### config.mk
export PLATFORM = sky130hd
export DESIGN_NAME = link_frame_encoder
export DESIGN_NICKNAME = d
export VERILOG_FILES = /design/src/rtl/lfe_pkg.sv /design/src/rtl/lfe_scrambler.sv /design/src/rtl/lfe_dc_balancer.sv /design/src/rtl/lfe_ctrl_fold.sv /design/src/rtl/lfe_serializer.sv /design/src/rtl/link_frame_encoder.sv
export SDC_FILE = /design/constraint.sdc
export NUM_CORES = 1
export LEC_CHECK = 0
export ABC_AREA = 1
export CAP_MARGIN = 20
export CORE_ASPECT_RATIO = 0.8
export CORE_MARGIN = 2
export CORE_UTILIZATION = 47
export DETAILED_ROUTE_END_ITERATION = 7
export MAX_ROUTING_LAYER = met4
export PLACE_DENSITY = 0.63
export SLEW_MARGIN = 10
export SYNTH_ARGS = -nofsm -noshare
export SYNTH_HDL_FRONTEND = slang
export SYNTH_SLANG_ARGS = --single-unit
export TNS_END_PERCENT = 100
### constraint.sdc
create_clock -name clk -period 9.1 [get_ports clk]
set_input_delay 1.365 -clock clk [delete_from_list [all_inputs] [get_ports clk]]
set_output_delay 1.365 -clock clk [all_outputs]
set_load 0.03 [all_outputs]
### src/rtl/lfe_pkg.sv
package lfe_pkg;
   // fixed embedded clock pair sent ahead of every payload
   localparam logic [1:0] CLK_PAIR = 2'b10;
   // overhead bits per frame: clock pair, balance flag, check bit
   localparam int FRAME_OVERHEAD = 4;

   function automatic int disp_width(input int data_w);
      return $clog2(data_w + 1) + 2;
   endfunction
endpackage

### src/rtl/lfe_scrambler.sv
module lfe_scrambler #(
   parameter int                DATA_W = 24,
   parameter int                LFSR_W = 16,
   parameter logic [LFSR_W-1:0] TAPS   = 16'h801C,
   parameter logic [LFSR_W-1:0] SEED   = 16'hACE1,
   parameter bit                ENABLE = 1'b1
) (
   input  logic              clk,
   input  logic              rst_n,
   input  logic              advance,
   input  logic [DATA_W-1:0] data_i,
   output logic [DATA_W-1:0] data_o
);
   logic [LFSR_W-1:0] state_q;
   logic [LFSR_W-1:0] state_nx;
   logic [DATA_W-1:0] keystream;

   always_comb begin
      logic [LFSR_W-1:0] st;
      logic              fb;
      st = state_q;
      keystream = '0;
      for (int k = 0; k < DATA_W; k++) begin
         keystream[DATA_W-1-k] = st[LFSR_W-1];
         fb = ^(st & TAPS);
         st = {st[LFSR_W-2:0], fb};
      end
      state_nx = st;
   end

   always_ff @(posedge clk) begin
      if (!rst_n)       state_q <= SEED;
      else if (advance) state_q <= state_nx;
   end

   generate
      if (ENABLE) begin : g_scramble
         assign data_o = data_i ^ keystream;
      end else begin : g_bypass
         assign data_o = data_i ^ (keystream & '0);
      end
   endgenerate

   AST_LFSR_NONZERO: assert property (@(posedge clk) disable iff (!rst_n)
      state_q != '0);
endmodule

### src/rtl/lfe_dc_balancer.sv
module lfe_dc_balancer #(
   parameter int DATA_W = 24
) (
   input  logic              clk,
   input  logic              rst_n,
   input  logic              advance,
   input  logic [DATA_W-1:0] payload_i,
   output logic [DATA_W-1:0] payload_o,
   output logic              invert_o
);
   localparam int RD_W  = lfe_pkg::disp_width(DATA_W);
   localparam int CNT_W = $clog2(DATA_W + 1);

   logic [CNT_W-1:0]       ones;
   logic signed [RD_W-1:0] pay_disp;
   logic signed [RD_W-1:0] rd_q;
   logic signed [RD_W-1:0] rd_nx;

   always_comb begin
      ones     = CNT_W'($countones(payload_i));
      pay_disp = $signed(RD_W'({ones, 1'b0})) - $signed(RD_W'(DATA_W));
      invert_o = (pay_disp != 0) && (rd_q != 0) &&
                 (pay_disp[RD_W-1] == rd_q[RD_W-1]);
      payload_o = invert_o ? ~payload_i : payload_i;
      rd_nx     = invert_o ? (rd_q - pay_disp) : (rd_q + pay_disp);
   end

   always_ff @(posedge clk) begin
      if (!rst_n)       rd_q <= '0;
      else if (advance) rd_q <= rd_nx;
   end

   AST_RD_BOUNDED: assert property (@(posedge clk) disable iff (!rst_n)
      (rd_q <= $signed(RD_W'(DATA_W))) && (rd_q >= -$signed(RD_W'(DATA_W))));
endmodule

### src/rtl/lfe_ctrl_fold.sv
module lfe_ctrl_fold #(
   parameter int CTRL_N = 3
) (
   input  logic              clk,
   input  logic              rst_n,
   input  logic              advance,
   input  logic [CTRL_N-1:0] ctrl_i,
   output logic              bit_o
);
   logic [CTRL_N-1:0] sel_q;

   always_ff @(posedge clk) begin
      if (!rst_n)       sel_q <= CTRL_N'(1) << (CTRL_N - 1);
      else if (advance) sel_q <= {sel_q[0], sel_q[CTRL_N-1:1]};
   end

   assign bit_o = ^(ctrl_i & sel_q);

   AST_ONE_CTRL_SLOT: assert property (@(posedge clk) disable iff (!rst_n)
      $countones(sel_q) == 1);
endmodule

### src/rtl/lfe_serializer.sv
module lfe_serializer #(
   parameter int FRAME_LEN = 28
) (
   input  logic                 clk,
   input  logic                 rst_n,
   input  logic                 bit_tick,
   input  logic [FRAME_LEN-1:0] frame_i,
   output logic                 load_o,
   output logic                 ser_o,
   output logic                 frame_start_o
);
   localparam int SLOT_W = $clog2(FRAME_LEN);
   localparam logic [SLOT_W-1:0] LAST = SLOT_W'(FRAME_LEN - 1);

   logic [SLOT_W-1:0]    slot_q;
   logic [FRAME_LEN-1:0] shift_q;
   logic                 fs_q;

   assign load_o = bit_tick && (slot_q == LAST);

   always_ff @(posedge clk) begin
      if (!rst_n) begin
         slot_q  <= LAST;
         shift_q <= '0;
         fs_q    <= 1'b0;
      end else begin
         fs_q <= load_o;
         if (load_o) begin
            slot_q  <= '0;
            shift_q <= frame_i;
         end else if (bit_tick) begin
            slot_q  <= slot_q + 1'b1;
            shift_q <= {shift_q[FRAME_LEN-2:0], 1'b0};
         end
      end
   end

   assign ser_o         = shift_q[FRAME_LEN-1];
   assign frame_start_o = fs_q;

   AST_SLOT_RANGE: assert property (@(posedge clk) disable iff (!rst_n)
      slot_q <= LAST);
   AST_HOLD_NO_TICK: assert property (@(posedge clk) disable iff (!rst_n)
      !$past(bit_tick) |-> $stable(ser_o));
   AST_START_PULSE: assert property (@(posedge clk) disable iff (!rst_n)
      frame_start_o |=> !frame_start_o);
endmodule

### src/rtl/link_frame_encoder.sv
module link_frame_encoder #(
   parameter int                DATA_W      = 24,
   parameter int                LFSR_W      = 16,
   parameter logic [LFSR_W-1:0] LFSR_TAPS   = 16'h801C,
   parameter logic [LFSR_W-1:0] LFSR_SEED   = 16'hACE1,
   parameter bit                SCRAMBLE_EN = 1'b1
) (
   input  logic              clk,
   input  logic              rst_n,
   input  logic              bit_tick,
   input  logic [DATA_W-1:0] pix_data,
   input  logic              pix_vs,
   input  logic              pix_hs,
   input  logic              pix_de,
   output logic              ser_out,
   output logic              frame_start
);
   localparam int CTRL_N    = 3;
   localparam int FRAME_LEN = DATA_W + lfe_pkg::FRAME_OVERHEAD;

   if (DATA_W < 2 || (DATA_W % 2) != 0) begin : g_bad_data_w
      $error("link_frame_encoder: DATA_W must be even and at least 2");
   end
   if (LFSR_W < 2) begin : g_bad_lfsr_w
      $error("link_frame_encoder: LFSR_W must be at least 2");
   end
   if (LFSR_SEED == '0) begin : g_bad_seed
      $error("link_frame_encoder: LFSR_SEED must be nonzero");
   end

   logic                 load;
   logic [DATA_W-1:0]    scrambled;
   logic [DATA_W-1:0]    sent;
   logic                 invert;
   logic                 ctrl_bit;
   logic                 check_bit;
   logic [FRAME_LEN-1:0] frame;

   lfe_scrambler #(
      .DATA_W(DATA_W), .LFSR_W(LFSR_W), .TAPS(LFSR_TAPS),
      .SEED(LFSR_SEED), .ENABLE(SCRAMBLE_EN)
   ) u_scr (
      .clk(clk), .rst_n(rst_n), .advance(load),
      .data_i(pix_data), .data_o(scrambled)
   );

   lfe_dc_balancer #(.DATA_W(DATA_W)) u_bal (
      .clk(clk), .rst_n(rst_n), .advance(load),
      .payload_i(scrambled), .payload_o(sent), .invert_o(invert)
   );

   lfe_ctrl_fold #(.CTRL_N(CTRL_N)) u_ctl (
      .clk(clk), .rst_n(rst_n), .advance(load),
      .ctrl_i({pix_vs, pix_hs, pix_de}), .bit_o(ctrl_bit)
   );

   assign check_bit = (^sent) ^ invert ^ ctrl_bit;
   assign frame     = {lfe_pkg::CLK_PAIR, sent, invert, check_bit};

   lfe_serializer #(.FRAME_LEN(FRAME_LEN)) u_ser (
      .clk(clk), .rst_n(rst_n), .bit_tick(bit_tick), .frame_i(frame),
      .load_o(load), .ser_o(ser_out), .frame_start_o(frame_start)
   );

   AST_CLK_PAIR_HEAD: assert property (@(posedge clk) disable iff (!rst_n)
      frame_start |-> ser_out);
endmodule

==> impl_metrics.ini <==
[synthesis]
yosys.area_share.xor_xnor_pct = 11.0
yosysWarningCount = 0
synth_top_family_by_area = simple AND/OR/NAND/NOR gates
synthCells = 730
synth_fa_ha_area_share_pct = 14.3
syn_nets = 807
muxShareOfSynthArea_pct = 0
synth_area_per_cell_um2 = 7.06
synth_edf_count = 0
synthFlopType = dfxtp_1
synth_compound_area_share_pct = 12.4
ys_ff_latch = 59
ys_seq_area_share_pct = 22.9
async_flop_share_pct = 0
synthSimpleGateAreaFrac_pct = 28.7
synth.distinct_cells = 37
syn_area_um2 = 5160

[layout]
syn2layout_area_growth_pct = 13.8
layout.nets = 833
final_cell_mix = 152 x nand2_1, 106 x inv_1, 59 x dfxtp_1
diodes = 0
num-fill-cells = 1033
final_common_cell = nand2_1
multi_input_area_um2 = 3430
drive_gt1_share_pct = 13.1
seq_area_um2 = 1180

[global_routing]
track_usage_pct = 26.7
grt_pass1_vias = 4730
antenna_found_initial = 0
grt_max_degree = 29
grt_overflow_total = 0
grt_pass1_wl_mm = 23.9

[clocking]
post_cts_buffers = 0
cts-hold-fix-buffers = 0
cts_max_level = 3
cts_sinks = 59
cts_buffers = 9
cts_tree = built
clk_latency_ns = 0.33
cts_buffer_depth = 2
path_clk_slew_ns = 0.05
clockRootBuffer = clkbuf_16
cts_resized = 0

[detailed_routing]
vias_per_cell = 5.31
vias = 4807
routed_wl_mm = 14.5
drt-initial-drc-count = 326
first_pass_iters = 5
drc = 0
ant_nets = 0
wl_per_cell_um = 16.1

[critical_path]
crit_path_top_delay_cell = fa_1
crit_top_cell = inv_1
end_kind = flop
worstPathArrival_ns = 8.62
cp_max_fo = 5
critPathMaxStageDelay_ns = 0.53
worstPathRequired_ns = 9.31
path_class = in -> reg
startpoint_type = input pin

[timing]
rsz0062_at_grt = false
hold_viol = 0
fin_skew_ns = 0.00718
setup_violations = 0
tightestPinTransition_ns = 0.760
slew_violations = 0
tns_ns = 0
max_freq_mhz = 119
finalCritPeriodShare_pct = 92.3
relSlewSlack_pct = 49.0
fin_crit_ns = 8.40

[die]
die_x_um = 121
die_area_um2 = 11800
io_pins = 32
die_h_um = 97.7
rows = 34
start_util_pct = 47.9
coreArea_um2 = 10800

[job]
max_cap_violations = 0

[hold_path]
hp-class = reg -> reg

[placed_design]
io_buffers = 31
place_hpwl_mm = 11.1
routabilityCongestion = 0.986

[outcome]
status = finished, final reports clean
==> final cells by class <==
class | count | share of cell area [%]
flip-flops and latches | 59 | 20.1
inverters | 122 | 7.84
clock inverters | 7 | 0.767
multi-input cells | 528 | 58.4
well taps | 144 | 3.07
clock buffers | 9 | 3.84
repair buffers | 36 | 5.93
==> worst max-delay path, delay by kind of cell <==
family / cells / cell delay (ns)
and+or+nand+nor: 8 / 0.80
xor gates and xnor gates: 6 / 1.17
AOI/OAI and AO/OA: 3 / 0.46
buffers and inverters: 8 / 0.94
adders and majority gates: 10 / 3.86
==> sequential cells by signal (all words and copies together), names as in the netlist <==
register             count
u_ser.shift_q           28
u_ctl.sel_q              3
u_ser.slot_q             5
u_bal.rd_q               6
u_ser.frame_start_o      1
u_scr.state_q           16
==> cell families after synthesis <==
| family | Yosys count |
|---|---|
| XOR/XNOR | 64 |
| buffers and inverters | 143 |
| AO/OA/AOI/OAI | 104 |
| adder cells (fa/ha/maj) | 47 |
| AND/OR/NAND/NOR | 313 |
| flip-flops | 59 |
==> cell usage after synthesis, drive strengths merged, types with 2 or more instances <==
cell type,number,area [um2]
ha,27,338
buf,3,21.3
clkbuf,18,67.6
dfxtp,59,1180
nand2,207,955
fa,20,400
clkinv,3,11.3
nor3,3,15.0
a31oi,9,56.3
xor2,25,219
o22ai,11,68.8
nor2,36,138
a21oi,25,125
nand3,61,335
o221ai,16,140
xnor2,39,349
o21ai,33,169
inv,119,449
nand4,2,12.5
a22oi,6,45.0
==> worst paths after layout <==
check / slack (ns) / from / end / depth (start not counted)
worst max-delay path: 0.70 / pix_data[21] / u_bal.rd_q[6] / 35
worst min-delay path: 0.46 / u_ser.shift_q[26] / u_ser.shift_q[27] / 2
worst max register to register: 0.82 / u_scr.state_q[1] / u_bal.rd_q[6] / 40
worst min register to register: 0.46 / u_ser.shift_q[26] / u_ser.shift_q[27] / 2
==> layer usage <==
layer / routed length [um] / GRT usage, % / up-vias
li1: - / - / 2386
met4: 292 / 8.23 / 0
met1: 7120 / 35.1 / 2304
met3: 476 / 4.17 / 18
met5: 0 / - / -
met2: 6640 / 42.4 / 99
==> through the flow <==
stage | util, % | hold slack [ns] | cells | setup WS [ns] | instance area, um2
floorplan | - | 0.435 | 730 | 1.11 | 5160
global route | 54.5 | 0.486 | 905 | 0.112 | 5870
finish | 54.5 | 0.465 | 905 | 0.697 | 5870
global placement | 52.0 | 0.451 | 889 | 0.579 | 5600
detailed placement | 52.0 | 0.458 | 889 | 0.423 | 5600
CTS | 54.5 | 0.467 | 905 | 0.703 | 5870
Power is not shown: default switching activity piles up to over one toggle a cycle in this logic, so the estimate is an artifact.
